[src/rtl/vec_pack_sat.sv]
module vec_pack_sat #(
  parameter int VW = 128
) (
  input  logic          clk,
  input  logic          rst_n,
  input  logic          in_valid,
  input  logic [1:0]    op_sel,
  input  logic          wide_mode,
  input  logic [VW-1:0] dst_vec,
  input  logic [VW-1:0] src_vec,
  output logic [VW-1:0] out_vec,
  output logic          out_valid
);

  localparam int HALF  = VW / 2;
  localparam int NBYTE = VW / 8;
  localparam int NWRD  = VW / 16;

  function automatic logic [7:0] clamp_s8(input logic [15:0] w);
    if (!w[15] && (w[14:7] != 8'h00))      return 8'h7F;
    else if (w[15] && (w[14:7] != 8'hFF))  return 8'h80;
    else                                   return w[7:0];
  endfunction

  function automatic logic [7:0] clamp_u8(input logic [15:0] w);
    if (w[15])                 return 8'h00;
    else if (w[14:8] != 7'h0)  return 8'hFF;
    else                       return w[7:0];
  endfunction

  function automatic logic [15:0] clamp_s16(input logic [31:0] d);
    if (!d[31] && (d[30:15] != 16'h0000))      return 16'h7FFF;
    else if (d[31] && (d[30:15] != 16'hFFFF))  return 16'h8000;
    else                                       return d[15:0];
  endfunction

  logic [2*VW-1:0] joined;
  logic [VW-1:0]   res_sb, res_ub, res_sw, next_vec;

  assign joined = wide_mode ? {src_vec, dst_vec}
                            : {{VW{1'b0}}, src_vec[HALF-1:0], dst_vec[HALF-1:0]};

  for (genvar i = 0; i < NBYTE; i++) begin : g_byte
    assign res_sb[8*i +: 8] = clamp_s8(joined[16*i +: 16]);
    assign res_ub[8*i +: 8] = clamp_u8(joined[16*i +: 16]);
  end

  for (genvar j = 0; j < NWRD; j++) begin : g_word
    assign res_sw[16*j +: 16] = clamp_s16(joined[32*j +: 32]);
  end

  always_comb begin
    case (op_sel)
      2'd0:    next_vec = res_sb;
      2'd1:    next_vec = res_ub;
      2'd2:    next_vec = res_sw;
      default: next_vec = '0;
    endcase
  end

  always_ff @(posedge clk or negedge rst_n) begin
    if (!rst_n) begin
      out_vec   <= '0;
      out_valid <= 1'b0;
    end else begin
      out_valid <= in_valid;
      if (in_valid) out_vec <= next_vec;
    end
  end

  AST_PULSE_FROM_VALID: assert property (@(posedge clk) disable iff (!rst_n)
    out_valid |-> $past(in_valid));
  AST_NARROW_UPPER_ZERO: assert property (@(posedge clk) disable iff (!rst_n)
    (out_valid && !$past(wide_mode)) |-> (out_vec[VW-1:HALF] == '0));
  AST_HOLD_IDLE: assert property (@(posedge clk) disable iff (!rst_n)
    !in_valid |=> $stable(out_vec));
  AST_UNSIGNED_NEG: assert property (@(posedge clk) disable iff (!rst_n)
    (out_valid && $past(op_sel) == 2'd1 && $past(dst_vec[15])) |-> (out_vec[7:0] == 8'h00));
  AST_RESERVED_ZERO: assert property (@(posedge clk) disable iff (!rst_n)
    (out_valid && $past(op_sel) == 2'd3) |-> (out_vec == '0));

endmodule

[config.mk]
export PLATFORM = sky130hd
export DESIGN_NAME = vec_pack_sat
export DESIGN_NICKNAME = d
export VERILOG_FILES = /design/src/rtl/vec_pack_sat.sv
export SDC_FILE = /design/constraint.sdc
export NUM_CORES = 1
export LEC_CHECK = 0
export BUFFER_PORTS_ARGS = -buffer_cell sky130_fd_sc_hd__buf_4
export CORE_AREA = 2 2 150 152
export CTS_BUF_LIST = sky130_fd_sc_hd__clkbuf_4
export DETAILED_ROUTE_END_ITERATION = 10
export DIE_AREA = 0 0 152 154
export GPL_ROUTABILITY_DRIVEN = 0
export GPL_TIMING_DRIVEN = 0
export PLACE_DENSITY = 0.71
export SYNTH_ARGS = -nofsm -noshare
export SYNTH_HDL_FRONTEND = slang
export SYNTH_SLANG_ARGS = --single-unit
[constraint.sdc]
create_clock -name clk -period 2.54 [get_ports clk]
set_clock_uncertainty 0.2 [all_clocks]
set_input_delay 0.254 -clock clk [delete_from_list [all_inputs] [get_ports clk]]
set_output_delay 0.254 -clock clk [all_outputs]
set_load 0.005 [all_outputs]
; Yosys cells after proc, flatten, opt, wreduce, memory -nomap -nowiden
; Cells that the tools add are included.
[word_totals]
register_bits = 129
in_bits = 262
output_inout_bits = 129
[op_classes]
n_eq_ne = 26
n_mux = 82
n_reduce_logical = 105
[op_table]
columns = operator, n
row1 = two-way mux 8 bit, 64
row2 = case mux 128 bit (3 select lines), 1
row3 = two-way mux 16 bit, 16
row4 = two-way mux 256 bit, 1
row5 = "inequality test 16 bit, second input constant", 8
row6 = "inequality test 8 bit, second input constant", 16
row7 = nonzero test 16 bit, 8
row8 = nonzero test 8 bit, 16
row9 = nonzero test 7 bit, 16
row10 = logical AND 1 bit, 48
row11 = logical NOT 1 bit, 16
row12 = "equality test 2 x 1 -> 1 bit, second input constant", 1
row13 = "equality test 2 bit, second input constant", 1
row14 = logical NOT 2 bit, 1

; Logic depth before layout (Yosys ltp)
; Gate-level depths: netlist of run 1.
[logic_depth]
depth_word = 6
ltp_mapped = 10

; Least setup slack after synthesis of run 1
; Ideal clock, no wire load.
[synth_timing]
path_kind = input to register
startpoint = input port src_vec[27]
endpoint = register out_vec[38]
setup_ns = 0.126
t_arrival_ns = 2.041
required_time_ns = 2.214
path_slack_ns = 0.173
path_stages = 6
n_path_buf = 0
path_cell_list = or4_4 or3_4 o2bb2ai_4 a31oi_4 or2_0 a221o_1
[synth_between]
elab_chain_cells = 6
elab_cells_between_ends = 8
[synth_rtl]
columns = item, line_no
row1 = start: declaration, 10  ; input logic [VW-1:0] src_vec,
row2 = two-way mux 256 bit *, 40  ; assign joined = wide_mode ? {src_vec, dst_vec}
row3 = inequality test 16 bit, 33  ; else if (d[31] && (d[30:15] != 16'hFFFF)) return 16'h8000;
row4 = logical AND 1 bit, 33
row5 = two-way mux 16 bit, 33
row6 = two-way mux 16 bit *, 32  ; if (!d[31] && (d[30:15] != 16'h0000)) return 16'h7FFF;
row7 = case mux 128 bit (3 select lines) *, 53  ; case (op_sel)
row8 = end signal: assignment, 67  ; if (in_valid) out_vec <= next_vec;
row9 = end: declaration, 11  ; output logic [VW-1:0] out_vec,
; Mark *: on every way between the ends. The rest lies on a longest branch, timed or not.
; A chain may end at the register's enable or synchronous reset.

; Final worst setup path of run 1
[layout_timing]
startpoint = input port dst_vec[21]
endpoint = register out_vec[10]
[layout_between]
elab_chain_cells = 6
elab_cells_between_ends = 8
[layout_rtl]
columns = item, line_no
row1 = start: declaration, 9  ; input logic [VW-1:0] dst_vec,
row2 = two-way mux 256 bit *, 40
row3 = inequality test 16 bit, 33
row4 = logical AND 1 bit, 33
row5 = two-way mux 16 bit, 33
row6 = two-way mux 16 bit *, 32
row7 = case mux 128 bit (3 select lines) *, 53
; Marks and branches as above.

==> flow_metrics.tcl, run 1 <==
set metrics [dict create \
    setup_viol 0 \
    synth-edff-count 0 \
    fp.dieH_um 154 \
    slew_viol_final 0 \
    crit_required_ns 2.82 \
    r2r.worst_path.cells 4 \
    wl_per_cell_um 23.4 \
    ys_async_sr_fraction_pct 100 \
    syn_avg_cell_area_sq_um 8.24 \
    synth_top_area_share_pct 35.9 \
    final.period_utilization_pct 99.9 \
    row_count 54 \
    synth_area_sq_um 8980 \
    vias 12222 \
    grt_start_max_net_pins 68 \
    finalNetCount 1929 \
    yosys.cell_types.count 65 \
    r2r_start "out_vec[55]" \
    grt_pass1_wl_mm 69.7 \
    numCtsBuffers 17 \
    critPathLaunchType "input pin" \
    tns_ns 0 \
    cts_num_sinks 129 \
    drtPass1Iterations 5 \
    placed_cells 1755 \
    antenna_left 0 \
    seq_area_frac_synth_pct 35.9 \
    synth_common_cells "139 x nand2_1, 129 x dfrtp_1, 99 x a21oi_1, 96 x o21ai_0, 60 x nor2_1" \
    yosysMostFrequentCell "nand2_1" \
    yosys_warnings 0 \
    setup_ws_ns 0.00327 \
    ys_top_cells_by_area "dfrtp_1 36%, nand2_1 5.8%, a21oi_1 5.5%, o21ai_0 5.3%, mux2i_1 3.7%" \
    leakage_nw 6.36 \
    clkTransAtPathRegs_ns 0.14 \
    grt_pass1_vias 12358 \
    hpwl_mm 33.7 \
    yosysTopAreaCell "dfrtp_1" \
    synthFlopType "dfrtp_1" \
    dp_slack_ns -0.697 \
    finalHoldViolations 0 \
    synth_seq_cells 129 \
    drive_gt1_share_pct 28.6 \
    cp_max_fo 8 \
    drcViolationCount 0 \
    cts_tree "yes" \
    criticalPathCategory "input pin to flop" \
    grt.overflow.total 0 \
    clk_path_buf_depth 2 \
    max_freq_mhz 394 \
    start_util_pct 41.4 \
    grt_usage_pct 37.9 \
    maxCapViolCount 0 \
    synth_cells 1090 \
    io_buffer_count 384 \
    status "finished, final reports clean" \
    rsz0062_at_grt "false" \
    max-vdd-ir-drop_uv 344 \
    tightestPinTransition_ns 0.945 \
    vias_per_cell 6.22 \
    powerDensity_nw_per_um2 441 \
    io-pin-count 391 \
    reg2reg_to "out_vec[55]" \
    critPathCaptureType "flop" \
    min_path_type "input pin to async pin" \
    cts_max_level 4 \
    synth_nets 1352 \
    slew_headroom_pct 36.5 \
    instances_no_fill 1964 \
    fp.dieW_um 152 \
    cts_root_buf "clkbuf_4" \
    fp.coreArea_sq_um 21700 \
    area_growth_syn_to_layout_pct 60.0 \
    startpoint "dst_vec[21]" \
    rrSetupSlack_ns 1.28 \
    final_core_util_pct 66.2 \
    wirelength_mm 45.9 \
    drt_iter0_drc 1165 \
    worstSetupEndpoint "out_vec[10]" \
    crit_arrival_ns 2.82 \
    min_period_ns 2.54 \
    fp.dieArea_sq_um 23400 \
    clock_latency_ns 0.55 \
    antenna_found_initial 4 \
]
-- repair_timing --
| action | CTS | global route |
|---|---|---|
| gates cloned | 0 | 0 |
| pin swaps | 0 | 0 |
| buffers inserted | 0 | 0 |
| hold buffers | 174 | 0 |
| resized for setup | 2 | 13 |
| endpoints found under the setup margin | 5 | 44 |
| endpoints found under the hold margin | 244 | 0 |
-- cells by family after synthesis --
kind of cell / after synthesis / synth area share [%]
AO/OA/AOI/OAI: 415 / 31.9
multiplexers: 54 / 6.31
buffers and inverters: 99 / 4.36
flip-flops: 129 / 35.9
AND/OR/NAND/NOR: 393 / 21.5
-- power breakdown --
part / switching [W] / total [W] / internal (W)
registers: 0.000164 / 0.00245 / 0.00229
clock network: 0.000947 / 0.00176 / 0.000811
logic: 0.00104 / 0.00212 / 0.00109
total: 0.00215 / 0.00633 / 0.00419
-- worst max-delay path: stages --
cell and delay, ns:
dlygate4sd3_1 0.56, buf_4 0.14, nand4_1 0.10, o41ai_1 0.40, nand2_1 0.14, nor2_1 0.36
o21ai_0 0.18, dlygate4sd3_1 0.61, o221ai_1 0.08
-- state kept, by name (all words and copies together) (netlist names) --
register / cells
out_valid: 1
out_vec: 128
-- area by class of cell --
type	instances	area [sq um]
inverter	37	139
clock buffer	18	135
buffer	61	254
clock inverter	14	203
sequential	129	3230
multi-input combinational	862	5390
antenna	4	10.0
timing repair buffer	559	4660
fill	1810	7320
tap	280	350
-- cell usage in the layout (no fill, tap or decap), types with 27 or more instances in the layout --
| master | netlist | routed |
|---|---|---|
| nor4_1 | 35 | 35 |
| nand3_1 | 32 | 32 |
| dfrtp_1 | 129 | 129 |
| clkbuf_1 | 43 | 39 |
| a21oi_1 | 99 | 98 |
| dlygate4sd3_1 | 0 | 174 |
| o221ai_1 | 34 | 34 |
| nand2_1 | 139 | 139 |
| nor3_1 | 30 | 30 |
| o21ai_0 | 96 | 95 |
| nand4_1 | 35 | 35 |
| buf_4 | 1 | 384 |
| nor2_1 | 60 | 59 |
| inv_1 | 36 | 36 |
| o2111ai_1 | 27 | 27 |
| mux2i_1 | 33 | 33 |
-- through the flow --
stage	area, sq um	hold slack (ns)	total power [W]
floorplan	8980	-0.242	0.00317
global placement	12200	0.271	0.00429
detailed placement	12200	0.0832	0.00432
CTS	14300	0.00978	0.00627
global route	14400	0.00972	0.00658
finish	14400	0.0259	0.00633
-- layer usage --
layer,track usage [%],part of all wire [%],wire [um],vias to the layer above
met1,43.9,36,16700,5749
met3,10.4,10,4700,170
met5,0,0.033,15,-
met4,18.0,4.9,2250,2
met2,65.2,48,22200,895
li1,-,-,-,5406
-- how the worst min path moves through the flow --
stage             endpoint  slack, ns         from
2_1_floorplan    out_valid      -0.24        rst_n
3_3_place_gp   out_vec[87]       0.27  out_vec[87]
3_5_place_dp    out_vec[3]       0.08        rst_n
4_1_cts        out_vec[40]       0.01  dst_vec[80]
5_1_grt        out_vec[40]       0.01  dst_vec[80]
6_report        out_vec[5]       0.03        rst_n
No activity file was read; power rests on OpenSTA's default activity.
==> inputs of run 2 (changes only) <==
==> constraint.sdc (replaced) <==
create_clock -name clk -period 3.2 [get_ports clk]
set_clock_uncertainty 0.2 [all_clocks]
set_input_delay 0.16 -clock clk [delete_from_list [all_inputs] [get_ports clk]]
set_output_delay 0.16 -clock clk [all_outputs]
set_load 0.005 [all_outputs]
==> run 2 against run 1 <==
  * The flow now finishes with violations (setup timing)
  * Critical path type unchanged
  * Largest cell class is now buffers
  * Critical path depth unchanged
  * Die area unchanged
  * Wire length is 2.7% higher
  * Global-route usage is 1.0 points higher
  * Clock-buffer cell count did not move
  * Design area rose by 5.0%
  * Sequential cell count stayed put
  * Via count up 4.1%
  * Cell count up 3.6%
  * Setup slack worse by 0.030 ns
==> flow_metrics.tcl, run 2 (synthesized netlist as in run 1, its figures left out) <==
set metrics [dict create \
    io-pin-count 391 \
    maxCapViolCount 0 \
    critPathCaptureType "flop" \
    fp.dieH_um 154 \
    drtPass1Iterations 6 \
    fp.dieArea_sq_um 23400 \
    instances_no_fill 2035 \
    gr-usage-met3_pct 10.5 \
    p_int_w 0.00344 \
    largestRegisters "out_vec: 128 flops, out_valid: 1 flops" \
    numCtsBuffers 17 \
    clock_latency_ns 0.57 \
    slew_viol_final 0 \
    fp.dieW_um 152 \
    met2_usage_pct 66.5 \
    critical_path.max_stage_delay_ns 0.59 \
    wl_per_cell_um 23.2 \
    setup_viol 3 \
    grt-busiest-layer "met2" \
    area_growth_syn_to_layout_pct 68.0 \
    cts_num_sinks 129 \
    critPathLaunchType "input pin" \
    grt_pass1_wl_mm 72.0 \
    layout_common_cells "384 x buf_4, 244 x dlygate4sd3_1, 139 x nand2_1" \
    cts_root_buf "clkbuf_4" \
    io_buffer_count 384 \
    final.period_utilization_pct 101 \
    postCtsSetupBuffers 0 \
    finalHoldViolations 0 \
    slew_headroom_pct 36.3 \
    wirelength_mm 47.1 \
    tns_ns -0.0293 \
    grt_pass1_vias 13029 \
    largest_reg_flops 128 \
    min_path_type "input pin to flop" \
    criticalPathCategory "input pin to flop" \
    clk_path_buf_depth 2 \
    grt_usage_pct 38.9 \
    start_util_pct 41.4 \
    regMostFlops "out_vec" \
    cp_max_fo 10 \
    row_count 54 \
    drive_gt1_share_pct 27.2 \
    cts_max_level 4 \
    finalNetCount 2001 \
    antenna_found_initial 4 \
    cts_tree "yes" \
    dpl_cell_area_sq_um 12200 \
    p_clk_share_pct 27.1 \
    violations "setup timing" \
    min_period_ns 3.23 \
    layout_commonest_cell "buf_4" \
    grt.overflow.total 0 \
    setup_ws_ns -0.0267 \
    critPathMostFrequentCell "dlygate4sd3_1" \
    crit_required_ns 3.52 \
    nFillCells 1723 \
    vias 12718 \
    multi_input_area_sq_um 5380 \
    crit_arrival_ns 3.54 \
    powerDensity_nw_per_um2 344 \
    vias_per_cell 6.25 \
    max_freq_mhz 310 \
    grt_start_max_net_pins 68 \
    fin_area_sq_um 15100 \
    p_switching_w 0.00174 \
    drcViolationCount 0 \
    leakage_nw 6.67 \
    final_core_util_pct 69.6 \
    antenna_left 0 \
    rsz0062_at_grt "true" \
    swShare_pct 33.6 \
    final-seq-area_sq_um 3230 \
    status "finished with violations" \
    max-vdd-ir-drop_uv 278 \
    tightestPinTransition_ns 0.955 \
    fp.coreArea_sq_um 21700 \
    hpwl_mm 33.7 \
    drt_iter0_drc 1301 \
    placed_cells 1755 \
    p_comb_share_pct 35.3 \
    pwr-share-seq_pct 37.5 \
    use_met1_pct 44.9 \
    crit_chain "dlygate4sd3_1, buf_4, clkbuf_1, nand2_1, a21oi_2, nand2_1, dlygate4sd3_1, o2111ai_1, dlygate4sd3_1" \
    critical_path.slowest_cell "dlygate4sd3_1" \
    clkTransAtPathRegs_ns 0.15 \
]
[run 2: cell count changes in the layout (fill, tap and decap cells not counted), sizes merged]
cell | previous run | this run
clkbuf | 60 | 62
dlygate4sd3 | 174 | 244
diode | 4 | 3
[run 2: final timing paths]
path                             start     endpoint  slack (ns)  cells after the start
setup / recovery              in_valid  out_vec[91]       -0.03                      9
hold / removal             src_vec[16]  out_vec[64]        0.04                      5
setup reg to reg           out_vec[55]  out_vec[55]        0.89                      6
hold reg to reg            out_vec[87]  out_vec[87]        0.30                      1
max in group asynchronous        rst_n  out_vec[39]        1.93                      4
min in group asynchronous        rst_n   out_vec[6]        0.50                      4
[run 2: power by group through the flow]
stage / Sequential, W / Combinational [W] / Clock, W
final: 0.00195 / 0.00183 / 0.00141
after detailed placement: 0.00197 / 0.00146 / 0
after global routing: 0.00196 / 0.00194 / 0.00146
after CTS: 0.00194 / 0.00177 / 0.00140
after floorplan: 0.00196 / 0.000554 / 0
after global placement: 0.00197 / 0.00144 / 0
[run 2: area by class of cell]
| cell class | instances | share of cell area [%] |
|---|---|---|
| Timing Repair Buffer | 630 | 35.7 |
| Multi-Input combinational cell | 862 | 35.7 |
| Sequential cell | 129 | 21.4 |
| Tap cell | 280 | 2.32 |
| Buffer | 62 | 1.70 |
| Clock inverter | 14 | 1.34 |
| Inverter | 37 | 0.921 |
| Clock buffer | 18 | 0.896 |
| Antenna cell | 3 | 0.0498 |
[run 2: what timing repair did]
item                       CTS  global route
hold buffers               245             0
resized for setup            0             8
hold endpoints to repair   258             0
setup endpoints to repair    0            26
[run 2: critical path: cells and delay by family]
| kind | cells | cell delay (ns) |
|---|---|---|
| and+or+nand+nor | 2 | 0.56 |
| AOI/OAI and AO/OA | 2 | 0.55 |
| buffers and inverters | 5 | 2.27 |
[run 2: routing by layer]
metal,vias up,part of all wire [%]
met5,-,0.019
met4,2,5.6
met3,232,11
met2,957,48
met1,5977,36
li1,5550,-
[run 2: per-stage QoR]
step | worst slack, ns | total power (W) | hold slack (ns)
after global routing | 0.0000566 | 0.00537 | 0.0115
after CTS | 0.0447 | 0.00511 | 0.00505
after detailed placement | 0.0569 | 0.00343 | -0.0108
after floorplan | 0.927 | 0.00251 | -0.336
after global placement | 0.0711 | 0.00341 | 0.188
final | -0.0267 | 0.00519 | 0.0393
==> inputs of run 3 (changes only) <==
Settings changed: BUFFER_PORTS_ARGS -buffer_cell sky130_fd_sc_hd__buf_4 to default, DONT_BUFFER_PORTS from default to 1, PLACE_DENSITY 0.71 to default.
==> run 3 against run 2 <==
  * The run now fails in clock tree synthesis (4_1_cts)
  * Synthesized cell count is the same
  * Synthesized area is the same
==> flow_metrics.tcl, run 3 <==
set metrics [dict create \
    cts_root_buf "clkbuf_4" \
    fp.dieH_um 154 \
    dpl_cell_area_sq_um 9330 \
    hpwl_mm 31.2 \
    row_count 54 \
    synth_cells 1090 \
    synth_nets 1352 \
    postCtsSetupBuffers 0 \
    io_buffer_count 0 \
    clk_path_buf_depth 2 \
    postCtsHoldBufs 282 \
    synth-edff-count 0 \
    yosysTopAreaCell "dfrtp_1" \
    synth_area_sq_um 8980 \
    start_util_pct 41.4 \
    syn_avg_cell_area_sq_um 8.24 \
    cts_max_level 4 \
    seq_area_frac_synth_pct 35.9 \
    io-pin-count 391 \
    failed_stage "clock tree synthesis (4_1_cts)" \
    yosys.cell_types.count 65 \
    status "did not finish" \
    fp.dieW_um 152 \
    synth_seq_cells 129 \
    post_cts_resized 0 \
    cts_num_sinks 129 \
    placed_cells 1370 \
    numCtsBuffers 17 \
    ys_async_sr_fraction_pct 100 \
    yosysMostFrequentCell "nand2_1" \
    synthFlopType "dfrtp_1" \
    synth_common_cells "139 x nand2_1, 129 x dfrtp_1, 99 x a21oi_1, 96 x o21ai_0, 60 x nor2_1" \
    ys_top_cells_by_area "dfrtp_1 36%, nand2_1 5.8%, a21oi_1 5.5%, o21ai_0 5.3%, mux2i_1 3.7%" \
    error "[ERROR RSZ-0060] Max buffer count reached." \
    synth_top_area_share_pct 35.9 \
    yosys_warnings 0 \
]
-- run 3: cell counts after synthesis --
Identical to the previous run, type by type.
-- run 3: cell families after synthesis --
logic type / count (synthesis) / synth area share [%]
muxes: 54 / 6.31
DFF: 129 / 35.9
buffers and inverters: 99 / 4.36
AOI/OAI and AO/OA: 415 / 31.9
and+or+nand+nor: 393 / 21.5
-- run 3: per-stage QoR --
| stage | setup WS, ns | utilization, % |
|---|---|---|
| 2_1_floorplan | 0.927 | - |
| 3_3_place_gp | -0.0635 | 43.0 |
| 3_5_place_dp | -0.0838 | 43.0 |
==> inputs of run 4 (changes only) <==
Settings changed: CORE_AREA 2 2 150 152 to default, CORE_UTILIZATION from default to 27, CTS_BUF_LIST sky130_fd_sc_hd__clkbuf_4 to default, DIE_AREA 0 0 152 154 to default, PLACE_DENSITY_LB_ADDON from default to 0.15.
==> run 4 against run 3 <==
  * The flow now finishes, with violations (hold timing)
==> flow_metrics.tcl, run 4 (synthesized netlist as in run 1, its figures left out) <==
set metrics [dict create \
    cts_root_buf "clkbuf_16" \
    crit_required_ns 3.38 \
    leakage_nw 4.84 \
    cts_num_sinks 129 \
    max_freq_mhz 327 \
    crit_arrival_ns 3.24 \
    layout_commonest_cell "dlygate4sd3_1" \
    wirelength_mm 50.0 \
    placed_cells 1532 \
    grt_pass1_wl_mm 72.4 \
    powerDensity_nw_per_um2 431 \
    layout_common_cells "221 x dlygate4sd3_1, 138 x nand2_1, 129 x dfrtp_1" \
    drtPass1Iterations 5 \
    violations "hold timing" \
    clkTransAtPathRegs_ns 0.06 \
    clock_latency_ns 0.44 \
    finalNetCount 1592 \
    antenna_found_initial 1 \
    drt_iter0_drc 823 \
    status "finished with violations" \
    vias_per_cell 5.96 \
    final_core_util_pct 38.0 \
    antenna_left 0 \
    regMostFlops "out_vec" \
    criticalPathCategory "input pin to flop" \
    area_growth_syn_to_layout_pct 38.1 \
    grt_pass1_vias 10948 \
    finalPower_w 0.00535 \
    wl_per_cell_um 28.0 \
    fp.dieH_um 184 \
    r2r_start "out_vec[122]" \
    fp.dieW_um 184 \
    clk_path_buf_depth 2 \
    largestRegisters "out_vec: 128 flops, out_valid: 1 flops" \
    cp_max_fo 10 \
    slew_headroom_pct 12.3 \
    numCtsBuffers 17 \
    min_period_ns 3.06 \
    critPathLaunchType "input pin" \
    critPathCaptureType "flop" \
    io-pin-count 391 \
    tns_ns 0 \
    largest_reg_flops 128 \
    hpwl_mm 36.0 \
    grt_start_max_net_pins 130 \
    startpoint "wide_mode" \
    hold_ws_ns -0.785 \
    drcViolationCount 0 \
    rsz0062_at_grt "false" \
    final.period_utilization_pct 95.7 \
    grt_usage_pct 29.3 \
    vias 10629 \
    max-vdd-ir-drop_uv 392 \
    maxCapViolCount 0 \
    grt.overflow.total 0 \
    start_util_pct 27.5 \
    fp.coreArea_sq_um 32600 \
    setup_viol 0 \
    instances_no_fill 1784 \
    drive_gt1_share_pct 6.79 \
    io_buffer_count 0 \
    min_path_type "input pin to async pin" \
    row_count 66 \
    cts_max_level 4 \
    slew_viol_final 0 \
    fp.dieArea_sq_um 34000 \
    finalHoldViolations 129 \
    tightestPinTransition_ns 1.30 \
    cts_tree "yes" \
    postCtsSetupBuffers 0 \
]
## run 4: cell type report
| class | count | area, sq um |
|---|---|---|
| Inverter | 37 | 139 |
| Clock inverter | 11 | 186 |
| Buffer | 62 | 259 |
| Timing Repair Buffer | 221 | 2210 |
| Fill cell | 3346 | 20200 |
| Sequential cell | 129 | 3230 |
| Multi-Input combinational cell | 862 | 5370 |
| Antenna cell | 1 | 2.50 |
| Clock buffer | 19 | 453 |
| Tap cell | 442 | 553 |
## run 4: metal layers
metal	global-route usage [%]	up-vias	share of wire, %
met5	0	-	0
met3	9.78	115	10
met2	48.2	546	47
li1	-	4733	-
met1	34.2	5235	39
met4	13.7	0	4.3
## run 4: repair_timing
item                                   CTS  global route
setup endpoints to repair                0            41
gates resized for setup                  0            13
endpoints found under the hold margin  256           130
hold buffers                           220             1
## run 4: metrics by stage
stage | setup WS [ns] | cell area, sq um
5_1_grt | 0.00168 | 12400
6_report | 0.138 | 12400
4_1_cts | 0.0192 | 12400
3_5_place_dp | -0.218 | 9530
3_3_place_gp | -0.219 | 9530
2_1_floorplan | 0.927 | 8980
## run 4: path summary, 6_finish.rpt
check	slack (ns)	cells past startpoint	endpoint
worst min register to register	0.33	2	out_vec[36]
max in group asynchronous	3.30	0	out_vec[32]
worst max register to register	1.28	5	out_vec[122]
worst min-delay path	-0.78	0	out_vec[26]
worst max-delay path	0.14	9	out_vec[75]
min in group clk	0.02	3	out_vec[15]
## run 4: critical path: stages
cell,delay (ns)
buf_2,0.17
buf_2,0.36
buf_2,0.35
buf_2,0.34
nand2_1,0.37
o22a_1,0.32
nor2_1,0.44
a211o_1,0.16
dlygate4sd3_1,0.55
## run 4: power by group
group | switching (W) | leakage, nW | total [W] | internal [W]
combinational | 0.000568 | 2.89 | 0.00110 | 0.000530
sequential | 0.000197 | 1.64 | 0.00202 | 0.00182
clock | 0.000822 | 0.314 | 0.00223 | 0.00141
total | 0.00159 | 4.84 | 0.00535 | 0.00376
